### config.mk
export PLATFORM = sky130hd
export DESIGN_NAME = gpio_spi_port
export DESIGN_NICKNAME = d
export VERILOG_FILES = /design/src/rtl/gpio_spi_pkg.sv /design/src/rtl/gpio_port_regs.sv /design/src/rtl/gpio_in_sync.sv /design/src/rtl/gpio_pin_mux.sv /design/src/rtl/gpio_spi_port.sv
export SDC_FILE = /design/constraint.sdc
export NUM_CORES = 1
export LEC_CHECK = 0
export BUFFER_PORTS_ARGS = -buffer_cell sky130_fd_sc_hd__buf_2
export CELL_PAD_IN_SITES_DETAIL_PLACEMENT = 1
export CELL_PAD_IN_SITES_GLOBAL_PLACEMENT = 1
export CORE_ASPECT_RATIO = 1.25
export CORE_MARGIN = 1.5
export CORE_UTILIZATION = 35
export DETAILED_ROUTE_END_ITERATION = 10
export PLACE_DENSITY = 0.93
export RECOVER_POWER = 25
export SLEW_MARGIN = 10
export SYNTH_ARGS = -nofsm -noshare
export SYNTH_HDL_FRONTEND = slang
export SYNTH_SLANG_ARGS = --single-unit
### constraint.sdc
create_clock -name clk -period 2.1 [get_ports clk]
set_input_delay 0.21 -clock clk [delete_from_list [all_inputs] [get_ports clk]]
set_output_delay 0.21 -clock clk [all_outputs]
set_load 0.05 [all_outputs]
### src/rtl/gpio_spi_pkg.sv
package gpio_spi_pkg;
  localparam int PIN_SS   = 0;
  localparam int PIN_SCK  = 1;
  localparam int PIN_MOSI = 2;
  localparam int PIN_MISO = 3;
  localparam int PIN_TMR0 = 4;

  typedef enum logic [1:0] {
    REG_OUT  = 2'd0,
    REG_DIR  = 2'd1,
    REG_PIN  = 2'd2,
    REG_NONE = 2'd3
  } reg_addr_e;
endpackage

### src/rtl/gpio_port_regs.sv
module gpio_port_regs
  import gpio_spi_pkg::*;
#(
  parameter int W = 8
) (
  input  logic         clk,
  input  logic         rst_n,
  input  logic         wr_en,
  input  logic [1:0]   wr_addr,
  input  logic [W-1:0] wr_data,
  output logic [W-1:0] port_q,
  output logic [W-1:0] dir_q
);
  always_ff @(posedge clk) begin
    if (!rst_n) begin
      port_q <= '0;
      dir_q  <= '0;
    end else if (wr_en) begin
      case (reg_addr_e'(wr_addr))
        REG_OUT: port_q <= wr_data;
        REG_DIR: dir_q  <= wr_data;
        default: ;
      endcase
    end
  end

  AST_OUT_WRITE: assert property (@(posedge clk) disable iff (!rst_n)
    (wr_en && wr_addr == 2'd0) |=> (port_q == $past(wr_data)));
  AST_DIR_WRITE: assert property (@(posedge clk) disable iff (!rst_n)
    (wr_en && wr_addr == 2'd1) |=> (dir_q == $past(wr_data)));
  AST_REG_HOLD: assert property (@(posedge clk) disable iff (!rst_n)
    (!wr_en || wr_addr[1]) |=> ($stable(port_q) && $stable(dir_q)));
endmodule

### src/rtl/gpio_in_sync.sv
module gpio_in_sync #(
  parameter int W      = 8,
  parameter int STAGES = 2
) (
  input  logic         clk,
  input  logic         rst_n,
  input  logic [W-1:0] din,
  output logic [W-1:0] dout
);
  logic [W-1:0] stg [STAGES];

  always_ff @(posedge clk) begin
    if (!rst_n) stg[0] <= '0;
    else        stg[0] <= din;
  end

  for (genvar g = 1; g < STAGES; g++) begin : g_stage
    always_ff @(posedge clk) begin
      if (!rst_n) stg[g] <= '0;
      else        stg[g] <= stg[g-1];
    end
  end

  assign dout = stg[STAGES-1];

  logic [3:0] warm;
  always_ff @(posedge clk) begin
    if (!rst_n)                 warm <= '0;
    else if (warm < 4'(STAGES)) warm <= warm + 4'd1;
  end

  AST_SYNC_LATENCY: assert property (@(posedge clk) disable iff (!rst_n)
    (warm >= 4'(STAGES)) |-> (dout == $past(din, STAGES)));
endmodule

### src/rtl/gpio_pin_mux.sv
module gpio_pin_mux
  import gpio_spi_pkg::*;
#(
  parameter int W     = 8,
  parameter int TMR_N = 3
) (
  input  logic             clk,
  input  logic             rst_n,
  input  logic [W-1:0]     port_q,
  input  logic [W-1:0]     dir_q,
  input  logic             spi_en,
  input  logic             spi_master,
  input  logic             sck_o,
  input  logic             mosi_o,
  input  logic             miso_o,
  input  logic [TMR_N-1:0] tmr_en,
  input  logic [TMR_N-1:0] tmr_cmp,
  output logic [W-1:0]     oe,
  output logic [W-1:0]     dout,
  output logic [W-1:0]     pu
);
  always_comb begin
    oe   = dir_q;
    dout = port_q;
    if (spi_en) begin
      if (spi_master) begin
        oe[PIN_MISO]   = 1'b0;
        dout[PIN_SCK]  = sck_o;
        dout[PIN_MOSI] = mosi_o;
      end else begin
        oe[PIN_SS]     = 1'b0;
        oe[PIN_SCK]    = 1'b0;
        oe[PIN_MOSI]   = 1'b0;
        dout[PIN_MISO] = miso_o;
      end
    end
    for (int k = 0; k < TMR_N; k++) begin
      if (tmr_en[k]) dout[PIN_TMR0+k] = tmr_cmp[k];
    end
  end

  assign pu = ~oe & port_q;

  AST_GPIO_PASS: assert property (@(posedge clk) disable iff (!rst_n)
    !spi_en |-> (oe[3:0] == dir_q[3:0] && dout[3:0] == port_q[3:0]));
  AST_MASTER_MISO_IN: assert property (@(posedge clk) disable iff (!rst_n)
    (spi_en && spi_master) |-> !oe[PIN_MISO]);
  AST_MASTER_SCK_DRIVE: assert property (@(posedge clk) disable iff (!rst_n)
    (spi_en && spi_master && dir_q[PIN_SCK]) |-> (oe[PIN_SCK] && dout[PIN_SCK] == sck_o));
  AST_SLAVE_INPUTS: assert property (@(posedge clk) disable iff (!rst_n)
    (spi_en && !spi_master) |-> (oe[2:0] == 3'b000));
  AST_SLAVE_MISO_DRIVE: assert property (@(posedge clk) disable iff (!rst_n)
    (spi_en && !spi_master && dir_q[PIN_MISO]) |-> (dout[PIN_MISO] == miso_o));
  AST_PU_NOT_DRIVEN: assert property (@(posedge clk) disable iff (!rst_n)
    ((pu & oe) == '0));
  AST_TMR_DRIVE: assert property (@(posedge clk) disable iff (!rst_n)
    (tmr_en[0] && dir_q[PIN_TMR0]) |-> (oe[PIN_TMR0] && dout[PIN_TMR0] == tmr_cmp[0]));
endmodule

### src/rtl/gpio_spi_port.sv
module gpio_spi_port
  import gpio_spi_pkg::*;
#(
  parameter int W      = 8,
  parameter int TMR_N  = 3,
  parameter int STAGES = 2
) (
  input  logic             clk,
  input  logic             rst_n,
  input  logic             reg_wr_en,
  input  logic [1:0]       reg_wr_addr,
  input  logic [W-1:0]     reg_wr_data,
  input  logic [1:0]       reg_rd_addr,
  output logic [W-1:0]     reg_rd_data,
  input  logic             spi_en,
  input  logic             spi_master,
  input  logic             spi_sck_out,
  input  logic             spi_mosi_out,
  input  logic             spi_miso_out,
  output logic             spi_ss_in,
  output logic             spi_sck_in,
  output logic             spi_mosi_in,
  output logic             spi_miso_in,
  output logic             spi_slave_active,
  input  logic [TMR_N-1:0] tmr_en,
  input  logic [TMR_N-1:0] tmr_cmp,
  input  logic [W-1:0]     pad_in,
  output logic [W-1:0]     pad_out,
  output logic [W-1:0]     pad_oe,
  output logic [W-1:0]     pad_pu
);
  logic [W-1:0] port_q, dir_q, pin_s;

  gpio_port_regs #(.W(W)) u_regs (
    .clk(clk), .rst_n(rst_n), .wr_en(reg_wr_en), .wr_addr(reg_wr_addr),
    .wr_data(reg_wr_data), .port_q(port_q), .dir_q(dir_q)
  );

  gpio_in_sync #(.W(W), .STAGES(STAGES)) u_sync (
    .clk(clk), .rst_n(rst_n), .din(pad_in), .dout(pin_s)
  );

  gpio_pin_mux #(.W(W), .TMR_N(TMR_N)) u_mux (
    .clk(clk), .rst_n(rst_n), .port_q(port_q), .dir_q(dir_q),
    .spi_en(spi_en), .spi_master(spi_master), .sck_o(spi_sck_out),
    .mosi_o(spi_mosi_out), .miso_o(spi_miso_out), .tmr_en(tmr_en),
    .tmr_cmp(tmr_cmp), .oe(pad_oe), .dout(pad_out), .pu(pad_pu)
  );

  assign spi_ss_in        = pin_s[PIN_SS];
  assign spi_sck_in       = pin_s[PIN_SCK];
  assign spi_mosi_in      = pin_s[PIN_MOSI];
  assign spi_miso_in      = pin_s[PIN_MISO];
  assign spi_slave_active = spi_en && !spi_master && !pin_s[PIN_SS];

  always_comb begin
    case (reg_addr_e'(reg_rd_addr))
      REG_OUT: reg_rd_data = port_q;
      REG_DIR: reg_rd_data = dir_q;
      REG_PIN: reg_rd_data = pin_s;
      default: reg_rd_data = '0;
    endcase
  end

  AST_SLAVE_ROLE_ONLY: assert property (@(posedge clk) disable iff (!rst_n)
    spi_slave_active |-> (spi_en && !spi_master && !spi_ss_in));
  AST_SLAVE_IDLE_HIGH_SS: assert property (@(posedge clk) disable iff (!rst_n)
    spi_ss_in |-> !spi_slave_active);
endmodule

==> summary.txt <==
Critical path
  • WS Path Type: in -> out
  • R2R cell count: 2
  • Worst-path fanout max: 9
  • Arrival time at the worst endpoint: around 1.4 ns
  • Reg-to-Reg Start: u_regs.dir_q[7]
  • Worst setup SP type: input pin
  • CP Data Required Time: 1.89 ns
  • Critical Path Source: reg_rd_addr[0]
  • Critical Path Sink Type: primary output

Clocking
  • Resized cells post-CTS: 0
  • Clk_lat worst skew: ~0.28 ns
  • Number of H-tree levels: 2
  • CTS tree: done
  • Root Driver: clkbuf_8
  • # clock sinks: 32
  • Longest Clk Path Bufs: 2
  • CTS Buf Count: 5
  • Postcts setup bufs: 0
  • Hold_buf cts: 0
  • Clock slew at reported path FFs: roughly 0.07 ns

Worst hold path
  • Hold Crit Start: pad_in[3]
  • WHS Path Cells: 2
  • Min-Delay Path Class: in -> reg

Layout
  • ANT cells: 0
  • Fillers: between 400 and 500
  • Register area: roughly 640 µm²
  • Layout cell share with drive strength beyond 1: 0.408
  • Area added between synthesis and finish: 31.0%
  • Final #Nets: approximately 240
  • Footprint of the multi-input gates: 687 µm²

Synth
  • Post-synthesis register bit count: 32
  • Synthesis warning total: 0
  • Distinct cells, synth: 16
  • Register area share after synthesis: 0.451
  • Synthesized instance count: between 100 and 150
  • Avg Cell Area, Syn: 9.92 µm²
  • Synthesized Nets: between 150 and 200
  • Mapped Area: approximately 1400 µm²

Power and ir drop
  • Power per Cell Area: roughly 800 nW/µm²
  • Internal: roughly 1.1 mW
  • Leak: roughly 0.94 nW
  • Worst vdd ir: between 400 and 500 µV
  • Comb power frac: 0.165
  • Clock power share: 0.401
  • Reg power frac: 0.434
  • Net load switching power: between 0.4 and 0.5 mW
  • Sw frac: 0.284

STA
  • Final period utilization: 0.748
  • Fmax: around 0.64 GHz
  • Worst rel slew slack: 0.0406
  • Clock skew: between 0.002 and 0.003 ns
  • RSZ-0062 raised after global routing: false
  • Slew Limit Fails: 0
  • Worst slew pin tran: approximately 1.4 ns
  • Setup TNS: 0 ns
  • Number of failing hold endpoints at the final stage: 0
  • Setup ws final: about 0.53 ns
  • Minimum clock period: approximately 1.6 ns
  • Setup violators final: 0

Floorplan
  • # rows: 25
  • Starting density of the core: 0.369
  • I/O pins: a little over 70
  • Area of the core: 3850 µm²
  • Die Span X: between 50 and 60 µm
  • Die ar.: ~4400 µm²
  • Die Ht: roughly 74 µm

GRT
  • GRT Util Overall: 0.166
  • Largest net degree at the start of global routing: slightly above 40
  • Via count of the first global-routing pass: between 1000 and 1500
  • First-pass GRT wire length: 5420 µm
  • GRT overflow: 0
  • Initial antenna violation count: 0

Run status
  • Run status: completed

Placement
  • Dpl hpwl: around 2700 µm
  • Placer congestion estimate: 0.732
  • Buffers on Ports: 70
  • Worst slack, placed: 0.507 ns

Route
  • Drt wl/cell: 13.1 µm
  • Avg Vias per Cell: ~4.6
  • Iteration-0 DRC Markers: 27
  • DRC viols: 0
  • Drt pass-1 iters: 4
  • Final ANT Viol Nets: 0
  • Detailed-route via count: between 1000 and 1500
  • Total Wirelength: roughly 3400 µm

Run
  • Max Cap Violations: 0
[per-layer routing]
metal	global-route usage	routed length [µm]	vias to the layer above
met2	0.316	1860	38
met3	0.0591	202	5
met4	0.0667	51	0
met5	0	0	-
li1	-	-	598
met1	0.155	1290	557
[through the flow]
step	area [µm²]	cells	utilization	power [mW]	hold slack, ns
final	1860	260	0.483	1.49	0.128
after CTS	1860	260	0.484	1.51	0.121
after global placement	1750	252	0.454	0.902	0.413
after floorplan	1420	143	-	0.844	0.332
after detailed placement	1750	252	0.454	0.910	0.421
after global routing	1860	260	0.483	1.56	0.114
[flip-flops by register name (all words and copies together) (netlist names)]
signal / flops
u_regs.dir_q: 8
u_sync.stg: 16
u_regs.port_q: 8
[worst paths after layout]
check                      to  slack (ns)
max            reg_rd_data[0]        0.53
min reg2reg  u_sync.stg[1][6]        0.44
min          u_sync.stg[0][3]        0.13
max reg2reg   u_regs.dir_q[7]        1.36
[cells by family (layout without fill, tap and decap cells)]
kind of cell / after synthesis / count (layout) / synth area share
AO/OA/AOI/OAI: 12 / 12 / 0.0705
AND/OR/NAND/NOR: 54 / 54 / 0.197
buffers and inverters: 15 / 78 / 0.0644
multiplexers: 30 / 30 / 0.217
flip-flops: 32 / 32 / 0.451
[power groups by stage]
stage	registers (mW)	clock network [mW]	logic, mW
final	0.646	0.598	0.246
after global routing	0.649	0.644	0.263
after CTS	0.647	0.615	0.250
after detailed placement	0.661	0	0.249
after global placement	0.659	0	0.243
after floorplan	0.666	0	0.177
[area by class of cell]
| cell class | count | area share |
|---|---|---|
| clock inverters | 3 | 0.0249 |
| flip-flops and latches | 32 | 0.345 |
| multi-input cells | 96 | 0.369 |
| well taps | 54 | 0.0363 |
| clock buffers | 5 | 0.0370 |
| repair buffers | 70 | 0.188 |
[synthesized netlist by cell type]
library cell  instances  share of area
mux2i_1              24           0.17
and3b_2               1         0.0071
a21boi_0              4          0.021
and2_1               20          0.088
nor2b_1               5          0.022
buf_4                 6          0.032
dfxtp_1              32           0.45
nand2b_1              1         0.0044
buf_6                 1         0.0079
buf_2                 4          0.014
or3b_1                1         0.0062
nor2_1                1         0.0026
o2bb2ai_1             8          0.049
nand2_1              25          0.066
clkbuf_1              4          0.011
mux2_2                6          0.048
[placed cells by master, fill, tap and decap left out, drive strengths merged]
cell,netlist,final
mux2,6,6
nand2,25,25
nand2b,1,1
clkinvlp,0,1
and3b,1,1
a21boi,4,4
mux2i,24,24
inv,0,1
or3b,1,1
buf,11,69
nor2,1,1
dfxtp,32,32
clkbuf,4,6
and2,20,20
nor2b,5,5
o2bb2ai,8,8
bufinv,0,1
[critical path, stage by stage]
cell and delay [ns]:
buf_2 0.19, nor2b_1 0.49, o2bb2ai_1 0.18, buf_2 0.29
Note: power is estimated with default switching activity, not from simulation.
